File: config.mk
export PLATFORM = sky130hd
export DESIGN_NAME = strobed_fifo
export DESIGN_NICKNAME = d
export VERILOG_FILES = /design/src/rtl/sfifo_pkg.sv /design/src/rtl/sfifo_edge.sv /design/src/rtl/sfifo_ctrl.sv /design/src/rtl/sfifo_store.sv /design/src/rtl/sfifo_drive.sv /design/src/rtl/strobed_fifo.sv
export SDC_FILE = /design/constraint.sdc
export NUM_CORES = 1
export LEC_CHECK = 0
export BUFFER_PORTS_ARGS = -buffer_cell sky130_fd_sc_hd__buf_2
export CAP_MARGIN = 20
export CORE_MARGIN = 3
export CORE_UTILIZATION = 33
export CTS_CLUSTER_SIZE = 40
export DETAILED_ROUTE_END_ITERATION = 16
export PLACE_DENSITY = 0.57
export SLEW_MARGIN = 15
export SYNTH_ARGS = -nofsm -noshare
export SYNTH_HDL_FRONTEND = slang
export SYNTH_SLANG_ARGS = --single-unit
File: constraint.sdc
create_clock -name clk -period 3.8 [get_ports clk]
set_input_delay 0.19 -clock clk [delete_from_list [all_inputs] [get_ports clk]]
set_output_delay 0.19 -clock clk [all_outputs]
set_load 0.01 [all_outputs]
File: src/rtl/sfifo_pkg.sv
package sfifo_pkg;
    typedef enum logic [1:0] {
        FS_EMPTY   = 2'd0,
        FS_PARTIAL = 2'd1,
        FS_FULL    = 2'd2
    } fill_state_e;
endpackage

File: src/rtl/sfifo_edge.sv
module sfifo_edge #(
    parameter int N = 2
) (
    input  logic         clk,
    input  logic         mr,
    input  logic [N-1:0] strb,
    output logic [N-1:0] fire
);
    for (genvar g = 0; g < N; g++) begin : g_lane
        logic prev_q;
        always_ff @(posedge clk or posedge mr) begin
            if (mr) prev_q <= 1'b0;
            else    prev_q <= strb[g];
        end
        assign fire[g] = strb[g] & ~prev_q;
    end
endmodule

File: src/rtl/sfifo_ctrl.sv
module sfifo_ctrl
    import sfifo_pkg::*;
#(
    parameter int DEPTH = 64,
    parameter int PTR_W = 6,
    parameter int LVL_W = 7
) (
    input  logic             clk,
    input  logic             mr,
    input  logic             push_req,
    input  logic             pop_req,
    output logic             wr_en,
    output logic [PTR_W-1:0] wr_ptr,
    output logic [PTR_W-1:0] rd_ptr,
    output logic             in_rdy,
    output logic             out_rdy,
    output logic [LVL_W-1:0] level
);
    localparam logic [PTR_W-1:0] LAST_IDX  = PTR_W'(DEPTH - 1);
    localparam logic [LVL_W-1:0] ONE_SHORT = LVL_W'(DEPTH - 1);
    localparam logic [LVL_W-1:0] ONE_WORD  = LVL_W'(1);

    fill_state_e      state_q, state_d;
    logic             pop_ok, push_ok;
    logic [PTR_W-1:0] wr_q, rd_q;
    logic [LVL_W-1:0] lvl_q;

    always_comb begin
        pop_ok  = pop_req & (state_q != FS_EMPTY);
        push_ok = push_req & ((state_q != FS_FULL) | pop_ok);
    end

    always_ff @(posedge clk or posedge mr) begin
        if (mr) state_q <= FS_EMPTY;
        else    state_q <= state_d;
    end

    always_comb begin
        state_d = state_q;
        unique case (state_q)
            FS_EMPTY: begin
                if (push_ok) state_d = FS_PARTIAL;
            end
            FS_PARTIAL: begin
                if (push_ok && !pop_ok && lvl_q == ONE_SHORT)
                    state_d = FS_FULL;
                else if (pop_ok && !push_ok && lvl_q == ONE_WORD)
                    state_d = FS_EMPTY;
            end
            FS_FULL: begin
                if (pop_ok && !push_ok) state_d = FS_PARTIAL;
            end
            default: state_d = FS_EMPTY;
        endcase
    end

    always_ff @(posedge clk or posedge mr) begin
        if (mr) begin
            wr_q  <= '0;
            rd_q  <= '0;
            lvl_q <= '0;
        end else begin
            if (push_ok) wr_q <= (wr_q == LAST_IDX) ? '0 : wr_q + 1'b1;
            if (pop_ok)  rd_q <= (rd_q == LAST_IDX) ? '0 : rd_q + 1'b1;
            if (push_ok && !pop_ok)      lvl_q <= lvl_q + 1'b1;
            else if (pop_ok && !push_ok) lvl_q <= lvl_q - 1'b1;
        end
    end

    always_comb begin
        in_rdy  = (state_q != FS_FULL);
        out_rdy = (state_q != FS_EMPTY);
        wr_en   = push_ok;
        wr_ptr  = wr_q;
        rd_ptr  = rd_q;
        level   = lvl_q;
    end
endmodule

File: src/rtl/sfifo_store.sv
module sfifo_store #(
    parameter int WIDTH = 5,
    parameter int DEPTH = 64,
    parameter int PTR_W = 6
) (
    input  logic             clk,
    input  logic             wr_en,
    input  logic [PTR_W-1:0] wr_ptr,
    input  logic [WIDTH-1:0] wr_data,
    input  logic [PTR_W-1:0] rd_ptr,
    output logic [WIDTH-1:0] rd_data
);
    logic [WIDTH-1:0] cells [DEPTH];

    always_ff @(posedge clk) begin
        if (wr_en) cells[wr_ptr] <= wr_data;
    end

    assign rd_data = cells[rd_ptr];
endmodule

File: src/rtl/sfifo_drive.sv
module sfifo_drive #(
    parameter int WIDTH = 5
) (
    input  logic             oe,
    input  logic             valid,
    input  logic [WIDTH-1:0] word,
    output logic [WIDTH-1:0] bus,
    output logic             bus_en
);
    always_comb begin
        bus_en = oe;
        bus    = (oe && valid) ? word : '0;
    end
endmodule

File: src/rtl/strobed_fifo.sv
module strobed_fifo #(
    parameter int WIDTH = 5,
    parameter int DEPTH = 64
) (
    input  logic             clk,
    input  logic             mr,
    input  logic             si,
    input  logic             so,
    input  logic [WIDTH-1:0] din,
    input  logic             oe,
    output logic [WIDTH-1:0] dout,
    output logic             dout_en,
    output logic             in_rdy,
    output logic             out_rdy
);
    localparam int PTR_W = $clog2(DEPTH);
    localparam int LVL_W = $clog2(DEPTH + 1);

    logic [1:0]       fire;
    logic             si_fire, so_fire;
    logic             wr_en;
    logic [PTR_W-1:0] wr_ptr, rd_ptr;
    logic [LVL_W-1:0] level;
    logic [WIDTH-1:0] head;

    sfifo_edge #(.N(2)) u_edge (
        .clk  (clk),
        .mr   (mr),
        .strb ({so, si}),
        .fire (fire)
    );
    assign si_fire = fire[0];
    assign so_fire = fire[1];

    sfifo_ctrl #(.DEPTH(DEPTH), .PTR_W(PTR_W), .LVL_W(LVL_W)) u_ctrl (
        .clk      (clk),
        .mr       (mr),
        .push_req (si_fire),
        .pop_req  (so_fire),
        .wr_en    (wr_en),
        .wr_ptr   (wr_ptr),
        .rd_ptr   (rd_ptr),
        .in_rdy   (in_rdy),
        .out_rdy  (out_rdy),
        .level    (level)
    );

    sfifo_store #(.WIDTH(WIDTH), .DEPTH(DEPTH), .PTR_W(PTR_W)) u_store (
        .clk     (clk),
        .wr_en   (wr_en),
        .wr_ptr  (wr_ptr),
        .wr_data (din),
        .rd_ptr  (rd_ptr),
        .rd_data (head)
    );

    sfifo_drive #(.WIDTH(WIDTH)) u_drive (
        .oe     (oe),
        .valid  (out_rdy),
        .word   (head),
        .bus    (dout),
        .bus_en (dout_en)
    );
endmodule

==> impl_metrics.json, run 1 <==
{
  "mostFrequentLayoutCells": "edfxtp_1 (320), nor2_1 (76), mux4_2 (54)",
  "numCtsBuffers": 36,
  "worst_setup_path_end_kind": "primary output",
  "leakagePower_uw": 0.00498,
  "synthFlopType": "edfxtp_1",
  "yosys-top-cells-area": "edfxtp_1 (69%), mux4_2 (8.8%), dfrtp_1 (4.2%), mux2i_1 (3.7%), nor2_1 (2.1%)",
  "r2r_start": "u_ctrl.state_q[0]$_DFFE_PP0P_",
  "r2r_slack_ns": 1.17,
  "core_mm2": 0.0411,
  "r2r-end": "u_ctrl.level[5]$_DFFE_PP0P_",
  "synthArstFlopShare": 0.0671,
  "cap_viol_max_count": 0,
  "worstHoldStart": "din[4]",
  "syn_inst": 778,
  "grt_pass1_wl_um": 44200,
  "hold_buffers": 3,
  "grt_usage": 0.131,
  "viasPerCell": 5.11,
  "wl_per_cell_um": 21.3,
  "start_util": 0.336,
  "synth_cell_types": 49,
  "hp-class": "input pin to flip-flop",
  "ys_ff_latch": 343,
  "num_rows": 74,
  "clock_latency_ns": 0.52,
  "overflow": 0,
  "holdPathStages": 1,
  "firstDrtPassIters": 5,
  "ir_worst_vdd_mv": 0.401,
  "post_cts_resize_count": 0,
  "cts_tree": "yes",
  "antenna_found_initial": 0,
  "max_freq_mhz": 284,
  "synth.cell_area_mm2": 0.0138,
  "wl_met1_um": 13300,
  "die-area_mm2": 0.0444,
  "grt_max_degree": 57,
  "arrival_ns": 3.33,
  "fin_crit_ns": 3.52,
  "drt-initial-drc-count": 731,
  "dp_hpwl_um": 18300,
  "crit_type": "flip-flop to primary output",
  "routed.top_layer": "met4",
  "worstMarginPinSlew_ns": 0.950,
  "area_growth_pct": 13.1,
  "clk_pin_slew_ns": 0.06,
  "routed_wl_um": 29100,
  "critPathSlowestCell": "dfrtp_4",
  "dieHeight_um": 211,
  "hold_violations": 0,
  "setup_tns_ns": 0,
  "layout_commonest_cell": "edfxtp_1",
  "clock_path_buffers": 3,
  "synth_top_area_share": 0.695,
  "detail-route-antenna-nets": 0,
  "holdPathEnd": "u_store.cells[59][4]$_DFFE_PP_",
  "setup_viol": 0,
  "skew_ns": 0.0194,
  "rr_worst_depth": 8,
  "met3_length_um": 1560,
  "slew_violations": 0,
  "first_global_vias": 6979,
  "synth_seq_area_share": 0.736,
  "worst-path-max-fanout": 39,
  "diodes": 0,
  "ios": 18,
  "fp.dieW_um": 211,
  "start_kind": "flip-flop",
  "post-route-period-util": 0.927,
  "vias": 6992,
  "crit_chain": "mux4_2, a22o_1, a211oi_1, a21oi_1, a211o_1, buf_2",
  "path_delay_family": "compound AO/OA/AOI/OAI gates",
  "path_depth": 6,
  "drc": 0,
  "place_ws_ns": 0.747,
  "postSynthAreaPerCell_um2": 17.8,
  "rsz0062_at_grt": "false",
  "route.met2.wl_um": 13800,
  "outcome": "finished, final reports clean",
  "crit_required_ns": 3.61,
  "synth-warning-count": 0,
  "crit_buf_inv": 1,
  "h-tree-depth": 2,
  "synth_edf_count": 320,
  "drive_gt1_frac": 0.172,
  "clock-root-buffer": "clkbuf_16",
  "portBuffers": 17,
  "fin_ws_ns": 0.278,
  "cts_sinks": 343,
  "max_stage_delay_ns": 0.93,
  "place_congestion": 0.785,
  "power.density_mw_per_mm2": 640,
  "slew_headroom": 0.367,
  "synth.largest_area_cell": "edfxtp_1",
  "nNetsFinal": 824,
  "cts_setup_buffers": 0,
  "syn_nets": 795
}
-- routing by layer --
metal / track usage / up-vias
li1: - / 3165
met1: 0.192 / 3599
met2: 0.206 / 187
met3: 0.0199 / 41
met4: 0.0351 / 0
met5: 0 / -
-- worst reg2reg max path, delay by kind of cell, from the launching register on --
| kind | cells | cell delay, ns |
|---|---|---|
| simple gates | 2 | 0.65 |
| buf+inv | 1 | 0.29 |
| compound gates | 3 | 0.65 |
| fa+ha+maj | 1 | 0.39 |
| flops | 1 | 0.39 |
| xor+xnor | 1 | 0.14 |
-- cell families (layout without fill, tap and decap cells) --
logic type | count (synthesis) | after routing | synth area share
AO/OA/AOI/OAI | 94 | 94 | 0.0476
XOR/XNOR | 12 | 12 | 0.00760
adder cells (fa/ha/maj) | 7 | 7 | 0.00633
buffers and inverters | 50 | 107 | 0.0194
flip-flops | 343 | 343 | 0.736
multiplexers | 106 | 106 | 0.127
AND/OR/NAND/NOR | 166 | 166 | 0.0559
-- worst max-delay path by stage --
stage	start	end	slack (ns)
detailed placement	u_ctrl.rd_ptr[0]$_DFFE_PP0P_	dout[1]	0.75
global placement	u_ctrl.rd_ptr[0]$_DFFE_PP0P_	dout[1]	0.74
floorplan	u_ctrl.state_q[0]$_DFFE_PP0P_	u_ctrl.level[5]$_DFFE_PP0P_	1.37
finish	u_ctrl.rd_ptr[0]$_DFFE_PP0P_	dout[1]	0.28
global route	u_ctrl.rd_ptr[0]$_DFFE_PP0P_	dout[4]	0.1
CTS	u_ctrl.rd_ptr[0]$_DFFE_PP0P_	dout[1]	0.17
-- report_power, final --
| part | switching [uW] | internal [uW] |
|---|---|---|
| Combinational | 1040 | 931 |
| Sequential | 366 | 4270 |
| Clock | 1410 | 1990 |
-- state kept, by name (all words and copies together) (netlist names) --
register,flops
u_store.cells,320
u_ctrl.wr_ptr,6
u_ctrl.level,7
u_edge.g_lane.prev_q,2
u_ctrl.state_q,2
u_ctrl.rd_ptr,6
-- area by class of cell --
type | count | area [um2]
Fill cell | 3773 | 25500
Sequential cell | 343 | 10200
Multi-Input combinational cell | 385 | 3380
Clock buffer | 41 | 941
Tap cell | 532 | 666
Timing Repair Buffer | 34 | 233
Clock inverter | 25 | 209
Inverter | 7 | 26.3
-- synth_stat cells (all sizes together), types with 5 or more instances --
cell,number
a211o,5
mux2i,51
nand3,15
nor3,8
nand2b,7
a22oi,10
clkbuf,18
a22o,5
a21oi,20
nor2,76
o221ai,10
nand2,29
nand4,5
a211oi,15
o22ai,11
xor2,6
edfxtp,320
ha,7
inv,6
dfrtp,23
xnor2,6
o21ai,7
a21boi,5
nor2b,9
mux4,55
buf,25
nand3b,6
-- through the flow --
stage               total power [uW]  hold slack, ns   util  instance area [um2]  instances
global route                   10500          0.0277  0.381                15600       1367
global placement                6680           0.311  0.352                14500       1298
detailed placement              6700           0.319  0.352                14500       1298
finish                         10000          0.0193  0.381                15600       1367
floorplan                       6120           0.192      -                13800        778
CTS                            10100          0.0185  0.381                15600       1367
Note: power is estimated with default switching activity, not from simulation.
==> run 2, diff against run 1 <==
--- a/config.mk
+++ b/config.mk
@@ -12,6 +12,7 @@
 export CTS_CLUSTER_SIZE = 40
 export DETAILED_ROUTE_END_ITERATION = 16
 export PLACE_DENSITY = 0.57
+export RECOVER_POWER = 25
 export SLEW_MARGIN = 15
 export SYNTH_ARGS = -nofsm -noshare
 export SYNTH_HDL_FRONTEND = slang
==> impl_metrics.json, run 2 (synthesized netlist as in run 1, its figures left out) <==
{
  "grt_pass1_wl_um": 44200,
  "drt-initial-drc-count": 683,
  "cts_sinks": 343,
  "first_global_vias": 6979,
  "n_fill_cell": 3774,
  "wl_per_cell_um": 21.3,
  "max_stage_delay_ns": 0.92,
  "top_register": "u_store.cells",
  "ios": 18,
  "firstDrtPassIters": 5,
  "die-area_mm2": 0.0444,
  "rsz0062_at_grt": "false",
  "num_rows": 74,
  "violations": "capacitance limit, slew limit",
  "outcome": "finished with violations",
  "setup_tns_ns": 0,
  "clock_latency_ns": 0.52,
  "fin_crit_ns": 3.54,
  "h-tree-depth": 2,
  "ir_worst_vdd_mv": 0.401,
  "vias": 6965,
  "r2r_start": "u_ctrl.state_q[0]$_DFFE_PP0P_",
  "viasPerCell": 5.10,
  "nNetsFinal": 824,
  "r2r_slack_ns": 1.18,
  "fp.dieW_um": 211,
  "numCtsBuffers": 36,
  "cap_viol_max_count": 3,
  "arrival_ns": 3.35,
  "critPathSlowestCell": "dfrtp_4",
  "hold_violations": 0,
  "overflow": 0,
  "skew_ns": 0.0179,
  "routed_wl_um": 29100,
  "largest_reg_flops": 320,
  "finalInstanceArea_mm2": 0.0156,
  "clk_pin_slew_ns": 0.06,
  "slew_headroom": -0.600,
  "drive_gt1_frac": 0.162,
  "max_freq_mhz": 282,
  "dp_hpwl_um": 18300,
  "mostFrequentLayoutCells": "edfxtp_1 (320), nor2_1 (76), mux4_2 (54)",
  "worst-path-max-fanout": 39,
  "grt_max_degree": 57,
  "core_mm2": 0.0411,
  "leakagePower_uw": 0.00495,
  "worst_setup_path_end_kind": "primary output",
  "cts_tree": "yes",
  "worstHoldStart": "din[4]",
  "grt_usage": 0.131,
  "setup_viol": 0,
  "portBuffers": 17,
  "power.density_mw_per_mm2": 641,
  "dieHeight_um": 211,
  "rr_worst_depth": 8,
  "start_kind": "flip-flop",
  "slew_violations": 144,
  "start_util": 0.336,
  "place_congestion": 0.785,
  "drc": 0,
  "clock-root-buffer": "clkbuf_16",
  "antenna_found_initial": 0,
  "holdPathStages": 1,
  "crit_path_start": "u_ctrl.rd_ptr[0]$_DFFE_PP0P_",
  "post-route-period-util": 0.932,
  "clock_path_buffers": 3,
  "crit_required_ns": 3.61,
  "layout_commonest_cell": "edfxtp_1",
  "crit_type": "flip-flop to primary output",
  "crit_chain": "mux4_2, a22o_1, a211oi_1, a21oi_1, a211o_1, buf_2",
  "area_growth_pct": 13.0,
  "placed_cell_area_mm2": 0.0145,
  "holdPathEnd": "u_store.cells[58][4]$_DFFE_PP_",
  "worstMarginPinSlew_ns": 2.40,
  "post_cts_resize_count": 0,
  "detail-route-antenna-nets": 0,
  "diodes": 0,
  "r2r-end": "u_ctrl.level[5]$_DFFE_PP0P_",
  "hp-class": "input pin to flip-flop"
}
[run 2: cell count changes in the layout (fill, tap and decap cells not counted)]
cell,change
buf_1,+1
buf_2,-8
buf_4,-1
clkbuf_1,+8
[run 2: worst max path at each step]
stage,end,depth (start not counted)
after floorplan,u_ctrl.level[5]$_DFFE_PP0P_,9
after global placement,dout[1],6
after detailed placement,dout[1],6
after CTS,dout[1],6
after global routing,dout[4],6
final,dout[1],6
[run 2: critical path, delay by kind of cell, from the launching register on]
| kind | cells | cell delay (ns) |
|---|---|---|
| compound gates | 4 | 1.14 |
| buf+inv | 1 | 0.15 |
| flops | 1 | 0.92 |
| mux | 1 | 0.58 |
[run 2: area by class of cell]
type | count | area, um2 | share of cell area
well taps | 532 | 666 | 0.0426
clock inverters | 25 | 209 | 0.0134
inverters | 7 | 26.3 | 0.00168
flip-flops and latches | 343 | 10200 | 0.652
repair buffers | 34 | 219 | 0.0140
clock buffers | 41 | 941 | 0.0602
multi-input cells | 385 | 3380 | 0.216
[run 2: where the power goes]
part	leakage, uW	switching, uW	internal [uW]
clock network	0.000552	1420	1990
logic	0.00124	1040	929
registers	0.00315	364	4270
total	0.00495	2820	7190
[run 2: routing by layer]
layer | wire length, um | global-route usage | vias up
met5 | 0 | 0 | -
met4 | 510 | 0.0351 | 0
met3 | 1330 | 0.0199 | 41
met2 | 13800 | 0.206 | 167
met1 | 13500 | 0.192 | 3591
li1 | - | - | 3166
[run 2: repair_timing]
action                                 4_1_cts  5_1_grt
setup buffers                                0        0
hold buffers                                 3        0
setup endpoints to repair                    0        0
endpoints found under the hold margin       25        0
[run 2: stage by stage]
step | hold WS, ns | std cells | worst slack (ns) | power, uW | util
6_report | 0.116 | 1367 | 0.257 | 10000 | 0.380
3_3_place_gp | 0.311 | 1298 | 0.745 | 6680 | 0.352
4_1_cts | 0.0185 | 1367 | 0.168 | 10100 | 0.381
2_1_floorplan | 0.192 | 778 | 1.37 | 6120 | -
3_5_place_dp | 0.319 | 1298 | 0.747 | 6700 | 0.352
5_1_grt | 0.152 | 1367 | 0.0975 | 10500 | 0.380
